$ cat src/rtl/spm_cfg_pkg.sv
package spm_cfg_pkg;
  localparam int GAIN_W    = 5;
  localparam int BW_W      = 2;
  localparam int SEL_W     = 2;
  localparam int SHORT_LEN = GAIN_W + 1;
  localparam int LONG_LEN  = 2 * (GAIN_W + BW_W) + SEL_W;
  localparam int CNT_W     = $clog2(LONG_LEN + 2);

  localparam logic [GAIN_W-1:0] BAN_LO    = 5'b11000;
  localparam logic [GAIN_W-1:0] BAN_HI    = 5'b11011;
  localparam logic [GAIN_W-1:0] CLAMP_VAL = 5'b10111;

  localparam logic [SEL_W-1:0] SEL_BOTH16 = 2'b00;
  localparam logic [SEL_W-1:0] SEL_SPLIT  = 2'b01;
  localparam logic [SEL_W-1:0] SEL_SHARED = 2'b10;
  localparam logic [SEL_W-1:0] SEL_BOTH12 = 2'b11;

  typedef struct packed {
    logic [GAIN_W-1:0] gain;
    logic [BW_W-1:0]   bw;
    logic              f12;
  } chan_cfg_t;

  typedef struct packed {
    chan_cfg_t ch2;
    chan_cfg_t ch1;
    logic      shared_in;
  } cfg_t;

  localparam chan_cfg_t CHAN_RST = '{gain: '0, bw: '0, f12: 1'b1};
  localparam cfg_t      CFG_RST  = '{ch2: CHAN_RST, ch1: CHAN_RST, shared_in: 1'b0};

  function automatic logic banned(input chan_cfg_t c);
    return !c.f12 && (c.gain >= BAN_LO) && (c.gain <= BAN_HI);
  endfunction
endpackage

$ cat src/rtl/cfg_sync_edge.sv
module cfg_sync_edge #(
  parameter int           W       = 1,
  parameter int           STAGES  = 2,
  parameter logic [W-1:0] RST_VAL = '0
) (
  input  logic         clk,
  input  logic         rst_n,
  input  logic [W-1:0] din,
  output logic [W-1:0] q,
  output logic [W-1:0] rise
);
  logic [STAGES-1:0][W-1:0] pipe;
  logic [W-1:0]             last;

  always_ff @(posedge clk or negedge rst_n) begin
    if (!rst_n) begin
      pipe <= {STAGES{RST_VAL}};
      last <= RST_VAL;
    end else begin
      pipe[0] <= din;
      for (int i = 1; i < STAGES; i++) pipe[i] <= pipe[i-1];
      last <= pipe[STAGES-1];
    end
  end

  assign q    = pipe[STAGES-1];
  assign rise = pipe[STAGES-1] & ~last;
endmodule

$ cat src/rtl/cfg_shift_capture.sv
module cfg_shift_capture
  import spm_cfg_pkg::*;
#(
  parameter int LEN = LONG_LEN,
  parameter int CW  = $clog2(LEN + 2)
) (
  input  logic          clk,
  input  logic          rst_n,
  input  logic          csn_s,
  input  logic          sck_rise,
  input  logic          sdi_s,
  output logic [LEN-1:0] shreg,
  output logic [CW-1:0]  nbits
);
  localparam logic [CW-1:0] SAT = CW'(LEN + 1);

  always_ff @(posedge clk or negedge rst_n) begin
    if (!rst_n) begin
      shreg <= '0;
      nbits <= '0;
    end else if (csn_s) begin
      nbits <= '0;
    end else if (sck_rise) begin
      shreg <= {shreg[LEN-2:0], sdi_s};
      if (nbits != SAT) nbits <= nbits + 1'b1;
    end
  end
endmodule

$ cat src/rtl/cfg_frame_decode.sv
module cfg_frame_decode
  import spm_cfg_pkg::*;
(
  input  logic [LONG_LEN-1:0] shreg,
  input  logic [CNT_W-1:0]    nbits,
  input  logic                enh_mode,
  output cfg_t                cfg,
  output logic                len_ok,
  output logic                clamped
);
  chan_cfg_t        c1, c2;
  logic [SEL_W-1:0] sel;
  logic             shr, k1, k2;

  always_comb begin
    sel = shreg[SEL_W-1:0];
    shr = 1'b0;
    if (enh_mode) begin
      c2.gain = shreg[LONG_LEN-1 -: GAIN_W];
      c2.bw   = shreg[LONG_LEN-GAIN_W-1 -: BW_W];
      c1.gain = shreg[SEL_W+BW_W +: GAIN_W];
      c1.bw   = shreg[SEL_W +: BW_W];
      c1.f12  = (sel == SEL_BOTH12);
      c2.f12  = (sel != SEL_BOTH16);
      shr     = (sel == SEL_SHARED);
      len_ok  = (nbits == CNT_W'(LONG_LEN));
    end else begin
      c1.gain = shreg[SHORT_LEN-1:1];
      c1.bw   = '0;
      c1.f12  = shreg[0];
      c2      = c1;
      len_ok  = (nbits == CNT_W'(SHORT_LEN));
    end
    k1 = banned(c1);
    k2 = banned(c2);
    if (k1) c1.gain = CLAMP_VAL;
    if (k2) c2.gain = CLAMP_VAL;
    clamped = k1 | k2;
    cfg     = '{ch2: c2, ch1: c1, shared_in: shr};
  end
endmodule

$ cat src/rtl/spm_cfg_loader.sv
module spm_cfg_loader
  import spm_cfg_pkg::*;
#(
  parameter int SYNC_STAGES = 2
) (
  input  logic              clk,
  input  logic              rst_n,
  input  logic              enh_mode,
  input  logic              cfg_csn,
  input  logic              cfg_sck,
  input  logic              cfg_sdi,
  output logic [GAIN_W-1:0] ch1_gain,
  output logic [BW_W-1:0]   ch1_bw,
  output logic              ch1_f12,
  output logic [GAIN_W-1:0] ch2_gain,
  output logic [BW_W-1:0]   ch2_bw,
  output logic              ch2_f12,
  output logic              in_shared,
  output logic              cfg_changed,
  output logic              cfg_error
);
  // pin order inside the synchroniser: {csn, sck, sdi}
  logic [2:0]          pins_q, pins_rise;
  logic [LONG_LEN-1:0] shreg;
  logic [CNT_W-1:0]    nbits;
  cfg_t                dec_cfg, cfg_q;
  logic                len_ok, clamped, err_q, chg_q;

  cfg_sync_edge #(.W(3), .STAGES(SYNC_STAGES), .RST_VAL(3'b100)) u_sync (
    .clk (clk), .rst_n (rst_n),
    .din ({cfg_csn, cfg_sck, cfg_sdi}),
    .q (pins_q), .rise (pins_rise)
  );

  cfg_shift_capture #(.LEN(LONG_LEN), .CW(CNT_W)) u_shift (
    .clk (clk), .rst_n (rst_n),
    .csn_s (pins_q[2]), .sck_rise (pins_rise[1]), .sdi_s (pins_q[0]),
    .shreg (shreg), .nbits (nbits)
  );

  cfg_frame_decode u_dec (
    .shreg (shreg), .nbits (nbits), .enh_mode (enh_mode),
    .cfg (dec_cfg), .len_ok (len_ok), .clamped (clamped)
  );

  always_ff @(posedge clk or negedge rst_n) begin
    if (!rst_n) begin
      cfg_q <= CFG_RST;
      err_q <= 1'b0;
      chg_q <= 1'b0;
    end else begin
      chg_q <= 1'b0;
      if (pins_rise[2] && len_ok) begin
        cfg_q <= dec_cfg;
        err_q <= clamped;
        chg_q <= 1'b1;
      end
    end
  end

  assign ch1_gain    = cfg_q.ch1.gain;
  assign ch1_bw      = cfg_q.ch1.bw;
  assign ch1_f12     = cfg_q.ch1.f12;
  assign ch2_gain    = cfg_q.ch2.gain;
  assign ch2_bw      = cfg_q.ch2.bw;
  assign ch2_f12     = cfg_q.ch2.f12;
  assign in_shared   = cfg_q.shared_in;
  assign cfg_changed = chg_q;
  assign cfg_error   = err_q;
endmodule

$ cat config.mk
export PLATFORM = sky130hd
export DESIGN_NAME = spm_cfg_loader
export DESIGN_NICKNAME = d
export VERILOG_FILES = /design/src/rtl/spm_cfg_pkg.sv /design/src/rtl/cfg_sync_edge.sv /design/src/rtl/cfg_shift_capture.sv /design/src/rtl/cfg_frame_decode.sv /design/src/rtl/spm_cfg_loader.sv
export SDC_FILE = /design/constraint.sdc
export NUM_CORES = 1
export LEC_CHECK = 0
export CORE_ASPECT_RATIO = 1.75
export CORE_UTILIZATION = 51
export CTS_CLUSTER_DIAMETER = 100
export DETAILED_ROUTE_END_ITERATION = 16
export PLACE_DENSITY_LB_ADDON = 0.2
export SLEW_MARGIN = 40
export SYNTH_ARGS = -nofsm -noshare
export SYNTH_HDL_FRONTEND = slang
export SYNTH_HIERARCHICAL = 1
export SYNTH_SLANG_ARGS = --single-unit
$ cat constraint.sdc
create_clock -name clk -period 1.85 [get_ports clk]
set_input_delay 0.2775 -clock clk [delete_from_list [all_inputs] [get_ports clk]]
set_output_delay 0.2775 -clock clk [all_outputs]
set_load 0.005 [all_outputs]
==> flow_summary.toml, run 1 <==
[global_routing]
grt.busiest_layer = "met2"
grt_pass1_wl_mm = 7.16
grt_use_met2_pct = 36.3
gr-usage-met1_pct = 23.0
antenna_found_initial = 0
grt_use_met3_pct = 3.55
grt_max_degree = 49
grt.overflow.total = 0
grt_pass1_vias = 1505
grt_usage_pct = 20.6

[worst_setup_path]
required_ns = 2.09
worstPathMaxFanout = 5
cp_data_arrival_time_ns = 2.06
critPathLaunchType = "primary input"
critPathKind = "in2reg"
end_kind = "register"

[final_layout]
layout.nets = 202
postLayoutCellArea_um2 = 2680
drive_above_1_share_pct = 37.4
diodes = 0
fin_util_pct = 64.0
final-instance-count-excl-fill = 244
synthToLayoutAreaGrowth_pct = 18.6

[timing]
setup_viol = 0
fmax_mhz = 551
fin_tns_setup_ns = 0
tightest_slew_ns = 0.589
fin_hold_ws_ns = 0.0487
fin_ws_ns = 0.0356
slew_headroom_pct = 60.7
rsz0062_at_grt = "no"
slew_violations = 0
hold_viol = 0
post-route-period-util_pct = 98.1
finalCriticalPeriod_ns = 1.81
clock-skew-final_ns = 0.00728

[placed_design]
portBuffers = 24
pre_cts_ws_ns = -0.380
dp_hpwl_mm = 2.88
gp_congestion = 0.723
post_dp_cell_area_um2 = 2550
dpl.cell_count = 236

[pwr]
vdd_drop_max_mv = 0.612
p_leak_nw = 1.28
power.density_nw_per_um2 = 871
power.total_mw = 2.33

[detailed_routing]
vias = 1376
drt-total-wl_mm = 4.26
drc_errors = 0
drt-vias-per-instance = 5.64
ant_nets = 0
dr.pass1.iters = 5
first_iter_violations = 31
routedWlPerCell_um = 17.4

[clocking]
cts_setup_buffers = 0
clk_path_buf_depth = 2
clk_latency_ns = 0.30
cts.htree.levels = 2
cts_buffers = 5
clock-root-buffer = "clkbuf_8"
clk_pin_slew_ns = 0.09
tritoncts = "yes"
cts_resized = 2
hold_buffers = 0
clock_sinks = 48

[status]
outcome = "complete, no violations"

[synthesis]
postSynthCellCount = 163
syn-cell-area_um2 = 2260
synth_fp_nets = 171
ys_warn_count = 6
syn_area_per_cell_um2 = 13.9

[die]
fp.dieW_um = 52.3
fp.dieH_um = 90.1
rows = 31
io_pins = 25
dieArea_um2 = 4710
design.core.area_um2 = 4190
start_util_pct = 53.9

[hold_path]
hp-class = "in2async"

[flow_run]
drv_cap = 0
==> report_power, final <==
group          internal, mW  switching (mW)  leakage, nW
logic                 0.237           0.184        0.609
clock network         0.303           0.345       0.0434
registers              1.15           0.121        0.627
==> worst paths after layout <==
kind	from	endpoint	slack (ns)	cells after the start
setup / recovery	enh_mode	cfg_error$_DFFE_PN0P_	0.04	6
hold / removal	rst_n	cfg_changed$_DFF_PN0_	0.05	2
setup reg to reg	u_shift/nbits[1]$_DFFE_PN0P_	ch1_gain[1]$_DFFE_PN0P_	0.09	6
hold reg to reg	u_sync/pipe[2]$_DFF_PN1_	u_sync/q[2]$_DFF_PN1_	0.36	0
max in group asynchronous	rst_n	u_shift/nbits[2]$_DFFE_PN0P_	1.37	2
min in group clk	u_sync/pipe[2]$_DFF_PN1_	u_sync/q[2]$_DFF_PN1_	0.36	0
==> critical path: stages <==
cell and delay [ns]:
clkdlybuf4s50_1 0.53, buf_4 0.17, or3b_4 0.39, a221oi_2 0.37, o21bai_1 0.15, mux2_2 0.15
==> cell type report <==
cell class / instances / area [µm²]
Sequential cell: 48 / 1210
Fill cell: 332 / 1510
Multi-Input combinational cell: 104 / 977
Clock buffer: 6 / 82.6
Timing Repair Buffer: 33 / 328
Inverter: 2 / 7.51
Clock inverter: 2 / 15.0
Tap cell: 49 / 61.3
==> routing by layer <==
layer | vias to the layer above | wire length (µm)
met5 | - | 0
met4 | 0 | 78
met3 | 8 | 104
met2 | 23 | 2400
met1 | 714 | 1670
li1 | 631 | -
==> layout by cell type (no fill, tap or decap), types with 2 or more instances in the layout <==
master           count
a211o_1              3
a21oi_1              7
and2_1               6
buf_12               2
buf_4                7
clkbuf_8             6
clkdlybuf4s50_1     23
clkinvlp_4           2
dfrtp_1             42
dfstp_2              5
ha_1                 2
inv_1                2
mux2_2              18
mux2_4              19
mux2i_1              2
nand2_1              7
nand3_1              2
nand3b_1             2
nand4_1              2
nor2_1               7
nor2b_1              2
nor2b_4              2
o21bai_1             2
xor2_1               2
==> flip-flops by register name, indices dropped and copies added, names as in the netlist, 2 cells and up <==
register and flops:
ch2_bw 2, u_sync/pipe 3, ch2_gain 5, u_shift/shreg 16
ch1_bw 2, u_sync/q 3, u_sync/last 2, ch1_gain 5
u_shift/nbits 5
Power figures use the tool's default switching activity.
==> run 2: changes to the inputs <==
Settings changed: SLEW_MARGIN 40 to default.
==> results of run 2 <==
Same layout as run 1: the final DEF is identical, and so are final timing and power.
==> run 3: changes to the inputs <==
Settings changed: CORE_MARGIN from default to 1.5, GPL_TIMING_DRIVEN from default to 0.
==> run 3 against run 2 <==
Compared with the run above:
- sequential cell count unchanged
- first-iteration DRC count down 45%
- non-clock buffer count up 5
- critical endpoint is now ch2_bw[0]$_DFFE_PN0P_
- register-to-register slack about the same
- global-route usage down 0.24 points
==> flow_summary.toml, run 3 (synthesis results as in run 1) <==
[die]
rows = 31
design.core.area_um2 = 4190
fp.dieW_um = 53.3
start_util_pct = 53.9
dieArea_um2 = 4850
io_pins = 25
fp.dieH_um = 91.1

[timing]
clock-skew-final_ns = 0.00718
setup_viol = 0
slew_headroom_pct = 71.0
post-route-period-util_pct = 95.5
fin_ws_ns = 0.0836
slew_violations = 0
tightest_slew_ns = 0.435
fmax_mhz = 566
rsz0062_at_grt = "no"
finalCriticalPeriod_ns = 1.77
hold_viol = 0

[placed_design]
dp_hpwl_mm = 3.11
portBuffers = 23
gp_congestion = 0.759
pre_cts_ws_ns = -0.253
dpl.cell_count = 236

[final_layout]
seqCellArea_um2 = 1210
largest_register_ff_count = 16
final-instance-count-excl-fill = 249
final_common_cell = "dfrtp_1"
layout_common_cells = "dfrtp_1 (43), clkdlybuf4s50_1 (22), mux2_4 (19), mux2_2 (18)"
drive_above_1_share_pct = 37.5
synthToLayoutAreaGrowth_pct = 19.7
regMostFlops = "u_shift/shreg"
diodes = 0
multi_input_area_um2 = 962
layout.nets = 207
fillers = 340

[clocking]
clk_path_buf_depth = 2
clock-root-buffer = "clkbuf_8"
clock_sinks = 48
cts_buffers = 5
tritoncts = "yes"
clk_latency_ns = 0.30
cts.htree.levels = 2
clk_pin_slew_ns = 0.09

[detailed_routing]
dr.pass1.iters = 4
drc_errors = 0
vias = 1361
ant_nets = 0
first_iter_violations = 17
drt-vias-per-instance = 5.47
routedWlPerCell_um = 17.5
drt-total-wl_mm = 4.35

[pwr]
power.total_mw = 2.29
power.density_nw_per_um2 = 848
vdd_drop_max_mv = 0.636
p_leak_nw = 1.31

[global_routing]
grt_usage_pct = 20.3
antenna_found_initial = 0
grt.overflow.total = 0
grt_max_degree = 36
grt_pass1_vias = 1513
grt_pass1_wl_mm = 7.21

[worst_setup_path]
critPathLaunchType = "register"
end_kind = "register"
critPathKind = "reg2reg"
required_ns = 2.04
path_cells = "nor4bb_2 > nor2_1 > nor3_2 > nand2_4 > buf_12 > mux2_4"
max_stage_delay_ns = 0.44
slowest_stage = "dfrtp_1"
cp_data_arrival_time_ns = 1.96
worstPathMaxFanout = 10

[flow_run]
drv_cap = 0

[status]
outcome = "complete, no violations"

[hold_path]
hp-class = "reg2reg"
run 3: area by class of cell:
cell class	instances	share of cell area, %
Buffer	9	3.47
Clock buffer	5	2.54
Clock inverter	3	0.694
Inverter	2	0.278
Multi-Input combinational cell	104	35.6
Sequential cell	48	44.6
Tap cell	49	2.27
Timing Repair Buffer	29	10.5
run 3: what timing repair did:
action                                 in CTS  in global routing
hold buffers                                1                  0
pin swaps                                   2                  1
setup endpoints to repair                  18                 15
gates resized for setup                     2                  0
endpoints found under the hold margin      12                  0
buffers inserted                            4                  0
run 3: per-stage QoR:
step,setup TNS (ns),instance area [µm²],hold slack (ns),utilization [%]
floorplan,0,2260,-0.0181,-
global placement,-33.30,2550,0.333,60.9
detailed placement,-2.69,2570,0.198,61.3
CTS,0,2710,0.355,64.6
global route,0,2710,0.368,64.6
finish,0,2710,0.354,64.6
run 3: final timing paths:
kind	start	endpoint	slack, ns	cells past startpoint
min in group asynchronous	rst_n	cfg_changed$_DFF_PN0_	0.40	2
worst min register to register	u_sync/pipe[1]$_DFF_PN0_	u_sync/q[1]$_DFF_PN0_	0.35	0
worst max-delay path	u_shift/nbits[4]$_DFFE_PN0P_	ch2_bw[0]$_DFFE_PN0P_	0.08	6
worst min-delay path	u_sync/pipe[1]$_DFF_PN0_	u_sync/q[1]$_DFF_PN0_	0.35	0
max in group asynchronous	rst_n	u_sync/q[2]$_DFF_PN1_	0.89	3
worst max register to register	u_shift/nbits[4]$_DFFE_PN0P_	ch2_bw[0]$_DFFE_PN0P_	0.08	6
run 3: per-layer routing:
| metal | global-route usage [%] | part of all wire [%] | wire length [µm] |
|---|---|---|---|
| met3 | 4.11 | 3.0 | 129 |
| met5 | 0 | 0 | 0 |
| met2 | 35.7 | 58 | 2510 |
| met4 | 7.05 | 1.7 | 72 |
| met1 | 23.4 | 38 | 1640 |
run 3: critical path: cells and delay by family, from the launching register on:
family        cells  cell delay [ns]
buf+inv           1             0.16
flops             1             0.44
mux               1             0.29
simple gates      4             0.76
run 3: power by group:
part,switching [mW],leakage [nW],internal (mW),total [mW]
registers,0.127,0.628,1.15,1.27
clock network,0.351,0.0479,0.264,0.614
logic,0.177,0.632,0.230,0.407
total,0.656,1.31,1.64,2.29
